<file path="config.mk">
export PLATFORM = sky130hd
export DESIGN_NAME = pix_decoder
export DESIGN_NICKNAME = d
export VERILOG_FILES = /design/src/rtl/pix_pkg.sv /design/src/rtl/pix_regs.sv /design/src/rtl/pix_addr_gen.sv /design/src/rtl/pix_lut256.sv /design/src/rtl/pix_color.sv /design/src/rtl/pix_decoder.sv
export SDC_FILE = /design/constraint.sdc
export NUM_CORES = 1
export LEC_CHECK = 0
export ABC_AREA = 1
export BUFFER_PORTS_ARGS = -buffer_cell sky130_fd_sc_hd__clkbuf_2
export CAP_MARGIN = 10
export CORE_MARGIN = 3
export CORE_UTILIZATION = 60
export CTS_BUF_LIST = sky130_fd_sc_hd__clkbuf_4 sky130_fd_sc_hd__clkbuf_8
export DETAILED_ROUTE_END_ITERATION = 10
export PLACE_DENSITY_LB_ADDON = 0.05
export SLEW_MARGIN = 0
export SYNTH_ARGS = -nofsm -noshare
export SYNTH_HDL_FRONTEND = slang
export SYNTH_SLANG_ARGS = --single-unit
</file>
<file path="constraint.sdc">
create_clock -name clk_i -period 10.1 [get_ports clk_i]
set_clock_uncertainty 0.2 [all_clocks]
set_input_delay 2.02 -clock clk_i [delete_from_list [all_inputs] [get_ports clk_i]]
set_output_delay 2.02 -clock clk_i [all_outputs]
set_load 0.01 [all_outputs]
</file>
<file path="src/rtl/pix_pkg.sv">
package pix_pkg;
  typedef enum logic [1:0] {
    FMT_DIRECT = 2'd0,
    FMT_TABLE  = 2'd1,
    FMT_PAL    = 2'd2,
    FMT_GREY   = 2'd3
  } fmt_e;

  typedef struct packed {
    logic [3:0] r;
    logic [3:0] g;
    logic [3:0] b;
  } rgb_t;

  // xxBBGGRR, each 2-bit level widened by repetition
  function automatic rgb_t expand_222(input logic [7:0] d);
    rgb_t c;
    c.r = {d[1:0], d[1:0]};
    c.g = {d[3:2], d[3:2]};
    c.b = {d[5:4], d[5:4]};
    return c;
  endfunction
endpackage

</file>
<file path="src/rtl/pix_regs.sv">
module pix_regs #(
  parameter int SEL_W = 5,
  parameter int DW    = 8,
  parameter int PAL_N = 16,
  parameter int MW    = 4
) (
  input  logic             clk_i,
  input  logic             rst_ni,
  input  logic             cs_i,
  input  logic             we_i,
  input  logic [SEL_W-1:0] sel_i,
  input  logic [DW-1:0]    wdata_i,
  output logic [DW-1:0]    rdata_o,
  output logic [MW-1:0]    mode_o,
  output logic [DW-1:0]    pal_o [PAL_N]
);
  localparam int PIDX_W = $clog2(PAL_N);
  localparam logic [SEL_W-1:0] MODE_SEL = SEL_W'(PAL_N);

  logic wr_en;
  assign wr_en = cs_i && we_i;

  for (genvar gi = 0; gi < PAL_N; gi++) begin : g_pal
    always_ff @(posedge clk_i or negedge rst_ni) begin
      if (!rst_ni)                            pal_o[gi] <= '0;
      else if (wr_en && sel_i == SEL_W'(gi))  pal_o[gi] <= wdata_i;
    end
  end

  always_ff @(posedge clk_i or negedge rst_ni) begin
    if (!rst_ni)                        mode_o <= '0;
    else if (wr_en && sel_i == MODE_SEL) mode_o <= wdata_i[MW-1:0];
  end

  always_comb begin
    rdata_o = '0;
    if (cs_i && !we_i) begin
      if (sel_i < MODE_SEL)       rdata_o = pal_o[sel_i[PIDX_W-1:0]];
      else if (sel_i == MODE_SEL) rdata_o = DW'(mode_o);
    end
  end

  assert_mode_write_R2: assert property (@(posedge clk_i) disable iff (!rst_ni)
    (cs_i && we_i && sel_i == MODE_SEL) |=> (mode_o == $past(wdata_i[MW-1:0])));

  assert_unmapped_write_R2: assert property (@(posedge clk_i) disable iff (!rst_ni)
    (cs_i && we_i && sel_i > MODE_SEL) |=> $stable(mode_o));
endmodule

</file>
<file path="src/rtl/pix_addr_gen.sv">
module pix_addr_gen
  import pix_pkg::*;
#(
  parameter int H_ACT   = 640,
  parameter int V_ACT   = 480,
  parameter int V_SHORT = 400,
  parameter int CNT_W   = 10,
  parameter int ADDR_W  = 19,
  parameter int MW      = 4
) (
  input  logic              clk_i,
  input  logic              rst_ni,
  input  logic [CNT_W-1:0]  hcnt_i,
  input  logic [CNT_W-1:0]  vcnt_i,
  input  logic [MW-1:0]     mode_i,
  output logic [ADDR_W-1:0] addr_o,
  output logic              act_o,
  output logic              lo_nib_o,
  output fmt_e              fmt_o
);
  localparam logic [CNT_W-1:0]  H_LIM   = CNT_W'(H_ACT);
  localparam logic [CNT_W-1:0]  V_LIM   = CNT_W'(V_ACT);
  localparam logic [CNT_W-1:0]  V_LIM_S = CNT_W'(V_SHORT);
  localparam logic [ADDR_W-1:0] BPL_F8  = ADDR_W'(H_ACT);
  localparam logic [ADDR_W-1:0] BPL_F4  = ADDR_W'(H_ACT / 2);
  localparam logic [ADDR_W-1:0] BPL_H8  = ADDR_W'(H_ACT / 2);
  localparam logic [ADDR_W-1:0] BPL_H4  = ADDR_W'(H_ACT / 4);

  logic              half, nib_mode;
  logic [CNT_W-1:0]  px, py, col;
  logic [ADDR_W-1:0] bpl, addr_n;
  logic              act_n;

  assign half     = mode_i[2];
  assign nib_mode = mode_i[1];

  always_comb begin
    px  = half ? (hcnt_i >> 1) : hcnt_i;
    py  = half ? (vcnt_i >> 1) : vcnt_i;
    col = nib_mode ? (px >> 1) : px;
    unique case ({half, nib_mode})
      2'b00:   bpl = BPL_F8;
      2'b01:   bpl = BPL_F4;
      2'b10:   bpl = BPL_H8;
      default: bpl = BPL_H4;
    endcase
    addr_n = ADDR_W'(py) * bpl + ADDR_W'(col);
    act_n  = (hcnt_i < H_LIM) && (vcnt_i < (mode_i[3] ? V_LIM_S : V_LIM));
  end

  always_ff @(posedge clk_i or negedge rst_ni) begin
    if (!rst_ni) begin
      addr_o   <= '0;
      act_o    <= 1'b0;
      lo_nib_o <= 1'b0;
      fmt_o    <= FMT_DIRECT;
    end else begin
      addr_o   <= addr_n;
      act_o    <= act_n;
      lo_nib_o <= px[0];
      fmt_o    <= fmt_e'(mode_i[1:0]);
    end
  end

  assert_full_byte_addr_R8: assert property (@(posedge clk_i) disable iff (!rst_ni)
    (mode_i[2:1] == 2'b00 && hcnt_i < H_LIM && vcnt_i < V_LIM)
    |=> (int'(addr_o) == int'($past(vcnt_i)) * H_ACT + int'($past(hcnt_i))));

  assert_half_nib_addr_R9: assert property (@(posedge clk_i) disable iff (!rst_ni)
    (mode_i[2:1] == 2'b11 && hcnt_i < H_LIM && vcnt_i < V_LIM)
    |=> (int'(addr_o) == (int'($past(vcnt_i)) / 2) * (H_ACT / 4) + int'($past(hcnt_i)) / 4));
endmodule

</file>
<file path="src/rtl/pix_lut256.sv">
module pix_lut256
  import pix_pkg::*;
#(
  parameter int IDX_W = 8,
  parameter int ENT_W = 16
) (
  input  logic [IDX_W-1:0] idx_i,
  output rgb_t             rgb_o
);
  localparam int N = 1 << IDX_W;

  function automatic logic [ENT_W-1:0] entry(input logic [7:0] i);
    return ENT_W'({i[7:5], i[7], i[4:2], i[4], i[1:0], i[1:0]});
  endfunction

  logic [ENT_W-1:0] rom [N];
  logic [ENT_W-1:0] ent;
  logic             unused_hi;

  for (genvar gi = 0; gi < N; gi++) begin : g_rom
    assign rom[gi] = entry(8'(gi));
  end

  assign ent       = rom[idx_i];
  assign rgb_o     = ent[11:0];
  assign unused_hi = ^ent[ENT_W-1:12];
endmodule

</file>
<file path="src/rtl/pix_color.sv">
module pix_color
  import pix_pkg::*;
#(
  parameter int DW    = 8,
  parameter int PAL_N = 16
) (
  input  logic          clk_i,
  input  logic          rst_ni,
  input  logic          act_i,
  input  fmt_e          fmt_i,
  input  logic          lo_nib_i,
  input  logic [DW-1:0] data_i,
  input  logic [DW-1:0] pal_i [PAL_N],
  output rgb_t          rgb_o
);
  localparam int NIB_W = $clog2(PAL_N);

  logic [NIB_W-1:0] nib;
  rgb_t             tbl_c, c;

  pix_lut256 #(.IDX_W(DW), .ENT_W(16)) u_lut (
    .idx_i (data_i),
    .rgb_o (tbl_c)
  );

  always_comb begin
    nib = lo_nib_i ? data_i[NIB_W-1:0] : data_i[DW-1:DW-NIB_W];
    unique case (fmt_i)
      FMT_DIRECT: c = expand_222(data_i);
      FMT_TABLE:  c = tbl_c;
      FMT_PAL:    c = expand_222(pal_i[nib]);
      default:    c = '{r: nib, g: nib, b: nib};
    endcase
  end

  always_ff @(posedge clk_i or negedge rst_ni) begin
    if (!rst_ni)    rgb_o <= '0;
    else if (act_i) rgb_o <= c;
    else            rgb_o <= '0;
  end

  assert_grey_equal_R7: assert property (@(posedge clk_i) disable iff (!rst_ni)
    (act_i && fmt_i == FMT_GREY) |=> (rgb_o.r == rgb_o.g && rgb_o.g == rgb_o.b));

  assert_direct_red_R4: assert property (@(posedge clk_i) disable iff (!rst_ni)
    (act_i && fmt_i == FMT_DIRECT) |=> (rgb_o.r[1:0] == $past(data_i[1:0])));
endmodule

</file>
<file path="src/rtl/pix_decoder.sv">
module pix_decoder
  import pix_pkg::*;
#(
  parameter int H_ACT   = 640,
  parameter int V_ACT   = 480,
  parameter int V_SHORT = 400,
  parameter int CNT_W   = 10,
  parameter int ADDR_W  = $clog2(H_ACT * V_ACT),
  parameter int DW      = 8,
  parameter int SEL_W   = 5,
  parameter int PAL_N   = 16
) (
  input  logic              clk_i,
  input  logic              rst_ni,
  input  logic [CNT_W-1:0]  hcnt_i,
  input  logic [CNT_W-1:0]  vcnt_i,
  output logic [ADDR_W-1:0] ram_addr_o,
  input  logic [DW-1:0]     ram_data_i,
  input  logic              cs_i,
  input  logic              we_i,
  input  logic [SEL_W-1:0]  rsel_i,
  input  logic [DW-1:0]     cpu_wdata_i,
  output logic [DW-1:0]     cpu_rdata_o,
  output logic [3:0]        red_o,
  output logic [3:0]        green_o,
  output logic [3:0]        blue_o
);
  localparam int MW = 4;
  localparam logic [CNT_W-1:0] H_LIM = CNT_W'(H_ACT);

  logic [MW-1:0] mode;
  logic [DW-1:0] pal [PAL_N];
  logic          act_q, lo_q;
  fmt_e          fmt_q;
  rgb_t          rgb;

  pix_regs #(.SEL_W(SEL_W), .DW(DW), .PAL_N(PAL_N), .MW(MW)) u_regs (
    .clk_i   (clk_i),
    .rst_ni  (rst_ni),
    .cs_i    (cs_i),
    .we_i    (we_i),
    .sel_i   (rsel_i),
    .wdata_i (cpu_wdata_i),
    .rdata_o (cpu_rdata_o),
    .mode_o  (mode),
    .pal_o   (pal)
  );

  pix_addr_gen #(.H_ACT(H_ACT), .V_ACT(V_ACT), .V_SHORT(V_SHORT),
                 .CNT_W(CNT_W), .ADDR_W(ADDR_W), .MW(MW)) u_addr (
    .clk_i    (clk_i),
    .rst_ni   (rst_ni),
    .hcnt_i   (hcnt_i),
    .vcnt_i   (vcnt_i),
    .mode_i   (mode),
    .addr_o   (ram_addr_o),
    .act_o    (act_q),
    .lo_nib_o (lo_q),
    .fmt_o    (fmt_q)
  );

  pix_color #(.DW(DW), .PAL_N(PAL_N)) u_color (
    .clk_i    (clk_i),
    .rst_ni   (rst_ni),
    .act_i    (act_q),
    .fmt_i    (fmt_q),
    .lo_nib_i (lo_q),
    .data_i   (ram_data_i),
    .pal_i    (pal),
    .rgb_o    (rgb)
  );

  assign red_o   = rgb.r;
  assign green_o = rgb.g;
  assign blue_o  = rgb.b;

  // edges seen since reset, for two-deep history checks
  logic [1:0] age;
  always_ff @(posedge clk_i or negedge rst_ni) begin
    if (!rst_ni)          age <= '0;
    else if (age != 2'd2) age <= age + 2'd1;
  end

  assert_blank_right_R3: assert property (@(posedge clk_i) disable iff (!rst_ni)
    (age == 2'd2 && $past(hcnt_i, 2) >= H_LIM) |-> (red_o == '0 && green_o == '0 && blue_o == '0));
endmodule

</file>
==> PnR_summary.wiki <==
{| class="wikitable"
! Metric !! Value
|-
| TritonCTS sink count || between 150 and 200
|-
| Final core area utilization || 67.9%
|-
| Cell area after placement || between 10,000 and 15,000 um2
|-
| Violation count after the first detailed-route iteration || 1,010
|-
| Post-route antenna net violation count || 0
|-
| Boundary Pins || 84
|-
| Antenna violations before repair || 0
|-
| Portion of the clock cycle consumed by the worst path in the final layout || 59.8%
|-
| Crit start category || primary input
|-
| RSZ-0062 raised after global routing || no
|-
| Total of flip-flops plus latches after synthesis || 167
|-
| Cell depth of the worst flop-to-flop path || 18
|-
| GRT Overall Usage || between 30% and 40%
|-
| Routability Congestion || about 0.92
|-
| Least-Margin Pin Slew || 1.01 ns
|-
| Clock latency at the later pin of the worst-skew pair || 0.47 ns
|-
| Sum Neg Setup Slack || 0 ns
|-
| Vias/cell || about 6
|-
| Shortest period the worst path allows || between 6 and 7 ns
|-
| Compound-gate portion of the synthesized area || 15.8%
|-
| Detailed-route wire length per cell || 17.7 um
|-
| HP Class || reg2reg
|-
| First-pass iteration count of the detailed router || 5
|-
| Antenna fix cells || 0
|-
| Clock transition time at the flip-flop clock pins of the worst setup and hold paths || 0.10 ns
|-
| Multiplexer share of the synthesized area || 1.20%
|-
| Post-synthesis share of cell area spent on full adders, half adders and majority gates || about an eighth
|-
| Number of enable-type register cells in the synthesized netlist || 0
|-
| Max capacitance violation total || 0
|-
| Worst slew margin || between 30% and 40%
|-
| Maximum level of the CTS H-tree || 4
|-
| Critical path buffers and inverters || 3
|-
| Max FO, Critical Path || 32
|-
| Pin count of the biggest net entering global routing || 88
|-
| Share of synthesized area occupied by flip-flops and latches || a little over two fifths
|-
| Synthesis Warnings || 0
|-
| Total power after layout || roughly 2.3 mW
|-
| Startpoint of the lowest-slack register-to-register path || u_regs.mode_o[1]
|-
| Worst voltage drop across the vdd grid || ~0.00021 V
|-
| Chip height || 135 um
|-
| Arrival time of the worst setup path || 3.82 ns
|-
| Setup slack of the most critical reg-to-reg path || roughly 4.3 ns
|-
| Filler instances || 1,386
|-
| Status || completed
|-
| Cts repair resizes || 0
|-
| Cell with the biggest individual delay on the critical path || inv_2
|-
| Drt total wl || between 20 and 30 mm
|-
| Buffers from clock root to sink, at most || 2
|-
| Post-cts hold buffer count || 0
|-
| Vias in the first global route || 8,386
|-
| Starting density of the core || 62.3%
|-
| Start point of the worst hold path || u_regs.mode_o[0]
|-
| Critical path's top delay family || buffers and inverters
|-
| Core area || 16,100 um2
|-
| Most used flip-flop cell after synthesis || dfrtp_1
|-
| Post-Synthesis Cells || ~1,200
|-
| Final number of hold-violating endpoints || 0
|-
| Crit Path Category || in2out
|-
| Clock root buffer || clkbuf_8
|-
| Fraction of the mapped netlist area in simple logic gates || between 20% and 30%
|-
| Number of endpoints failing setup at the final stage || 0
|-
| Main area contributors after synthesis || dfrtp_1, nand2_1, o21ai_0
|-
| Required time of the critical path || 7.88 ns
|-
| Min-Delay Endpoint || u_addr.fmt_o[0]
|-
| Cell Chain, Critical Path || clkbuf_2 -> nand2_1 -> inv_2 -> a22oi_1 -> a21oi_1 -> or2_1 -> nor3_1 -> nor2_1 -> clkbuf_2
|-
| Longest individual stage delay on the worst path || 0.58 ns
|-
| Number of slew-limit violations in the final report || 0
|-
| Most area-hungry cell type in the Yosys netlist || dfrtp_1
|-
| Hold Path Depth || 0
|-
| Rows || 46
|-
| Dominant cell by count in the synthesized netlist || nand2_1
|-
| Fraction of synthesized cell area taken by the top area cell type || 41.7%
|-
| XOR/XNOR Fraction of Synth Area || 1.31%
|-
| Post-route cell area || around 11,000 um2
|-
| Post-CTS setup-driven buffer insertion count || 0
|-
| Combined area of all synthesized cells || 10,000 um2
|-
| Peak Freq || 0.165 GHz
|-
| Remaining Overflow, GRT || 0
|-
| Clock tree from TritonCTS || done
|-
| Number of unique standard cell types used by synthesis || 34
|-
| Clock buffers created by TritonCTS || 17
|-
| Share of cells above drive strength 1 || 10.8%
|-
| Net Count, Synth || 1,365
|-
| Sequential cell area || 4180 um2
|-
| Number of vias in the routed layout || ~9,000
|-
| Proportion of synthesized flip-flops having asynchronous set or reset || between 90% and 100%
|-
| Signed area change from the synthesized netlist to the final layout || 9.09%
|-
| Residual DRC count || 0
|-
| LEAKAGE || 5.35 nW
|-
| Critical R2R Capture || u_addr.addr_o[16]
|-
| Port buffer count || 83
|-
| Avg Inst Size Synth || 8.09 um2
|-
| Most instantiated cells after synthesis || nand2_1, dfrtp_1, o21ai_0, nand3_1, inv_1
|-
| Multi-input gate area in the final layout || 5180 um2
|-
| Main combinational cell family by area after synthesis || simple AND/OR/NAND/NOR gates
|-
| Number of nets at the end of the flow || 1,414
|-
| Critical path capture point type || output pin
|-
| HPWL after DPL || roughly 18 mm
|-
| Power Density || slightly above 200 nW/um2
|-
| Die W || about 140 um
|-
| Most frequent cell on the critical path || clkbuf_2
|-
| Wire length of the first global-routing pass || between 40 and 50 mm
|-
| Die Area || between 15,000 and 20,000 um2
|}
kinds of logic (layout without fill, tap and decap cells):
logic type	count (synthesis)	count (layout)
and+or+nand+nor	513	513
AOI/OAI and AO/OA	280	280
buffers and inverters	173	235
DFF	167	167
adders and majority gates	80	80
xor gates and xnor gates	15	15
muxes	12	12
sequential cells by signal, indices dropped and copies added (netlist names):
name             flops
u_addr.addr_o       19
u_regs.pal_o       128
u_addr.act_o         1
u_addr.lo_nib_o      1
u_addr.fmt_o         2
u_color.rgb_o       12
u_regs.mode_o        4
worst max-delay path by stage:
stage,slack (ns),cells after the start,end,startpoint
floorplan,4.25,17,u_addr.addr_o[16],vcnt_i[4]
global placement,3.95,18,u_addr.addr_o[16],vcnt_i[4]
detailed placement,3.82,18,u_addr.addr_o[16],vcnt_i[4]
CTS,4.13,9,cpu_rdata_o[0],rsel_i[0]
global route,3.84,18,u_addr.addr_o[16],u_regs.mode_o[1]
finish,4.06,9,cpu_rdata_o[5],rsel_i[0]
per-stage QoR:
step / worst slack, ns / hold slack (ns) / std cells
global route: 3.84 / 0.255 / 1518
CTS: 4.13 / 0.254 / 1518
finish: 4.06 / 0.251 / 1518
global placement: 3.95 / 0.211 / 1486
detailed placement: 3.82 / 0.217 / 1486
floorplan: 4.25 / 0.174 / 1240
worst reg2reg max path, delay by kind of cell (launching register included):
| family | cells | cell delay (ns) |
|---|---|---|
| adder cells (fa/ha/maj) | 7 | 2.76 |
| AND/OR/NAND/NOR | 2 | 0.42 |
| XOR/XNOR | 1 | 0.13 |
| flip-flops | 1 | 0.63 |
| buffers and inverters | 4 | 0.77 |
| AO/OA/AOI/OAI | 4 | 0.81 |
cell usage in the layout, fill, tap and decap left out, types with 2 or more instances in the layout:
master,count
nor2_2,3
or2_2,6
nand2_1,311
inv_1,105
xnor2_1,7
a211oi_1,2
xor2_1,8
o21ai_0,144
clkinv_4,4
dfrtp_1,167
clkinv_1,4
nand2_2,4
fa_1,26
mux2i_1,12
nand3_1,114
clkinvlp_4,2
or2_1,9
ha_1,54
clkbuf_2,82
inv_6,3
a21oi_1,55
buf_4,5
nor3_1,7
clkbuf_8,17
o21ai_1,9
a22oi_1,64
nor2_1,56
bufinv_16,3
inv_2,6
inv_8,2
a221oi_1,2
layer usage:
layer	routed length [um]	track usage, %	up-vias
li1	-	-	4234
met3	2490	6.65	50
met4	689	9.63	0
met5	0	0	-
met2	11800	46.3	397
met1	11900	44.2	4187
power breakdown:
group	leakage (nW)	total [mW]	switching [mW]	internal, mW
logic	2.95	0.900	0.551	0.349
registers	2.20	0.852	0.0702	0.782
clock network	0.211	0.525	0.274	0.251
cell type report:
cell class	instances	share of cell area, %
flip-flops and latches	167	38.2
inverters	115	3.94
multi-input cells	900	47.3
clock buffers	17	2.14
well taps	216	2.47
clock inverters	15	1.77
repair buffers	88	4.20
Power figures use the tool's default switching activity.
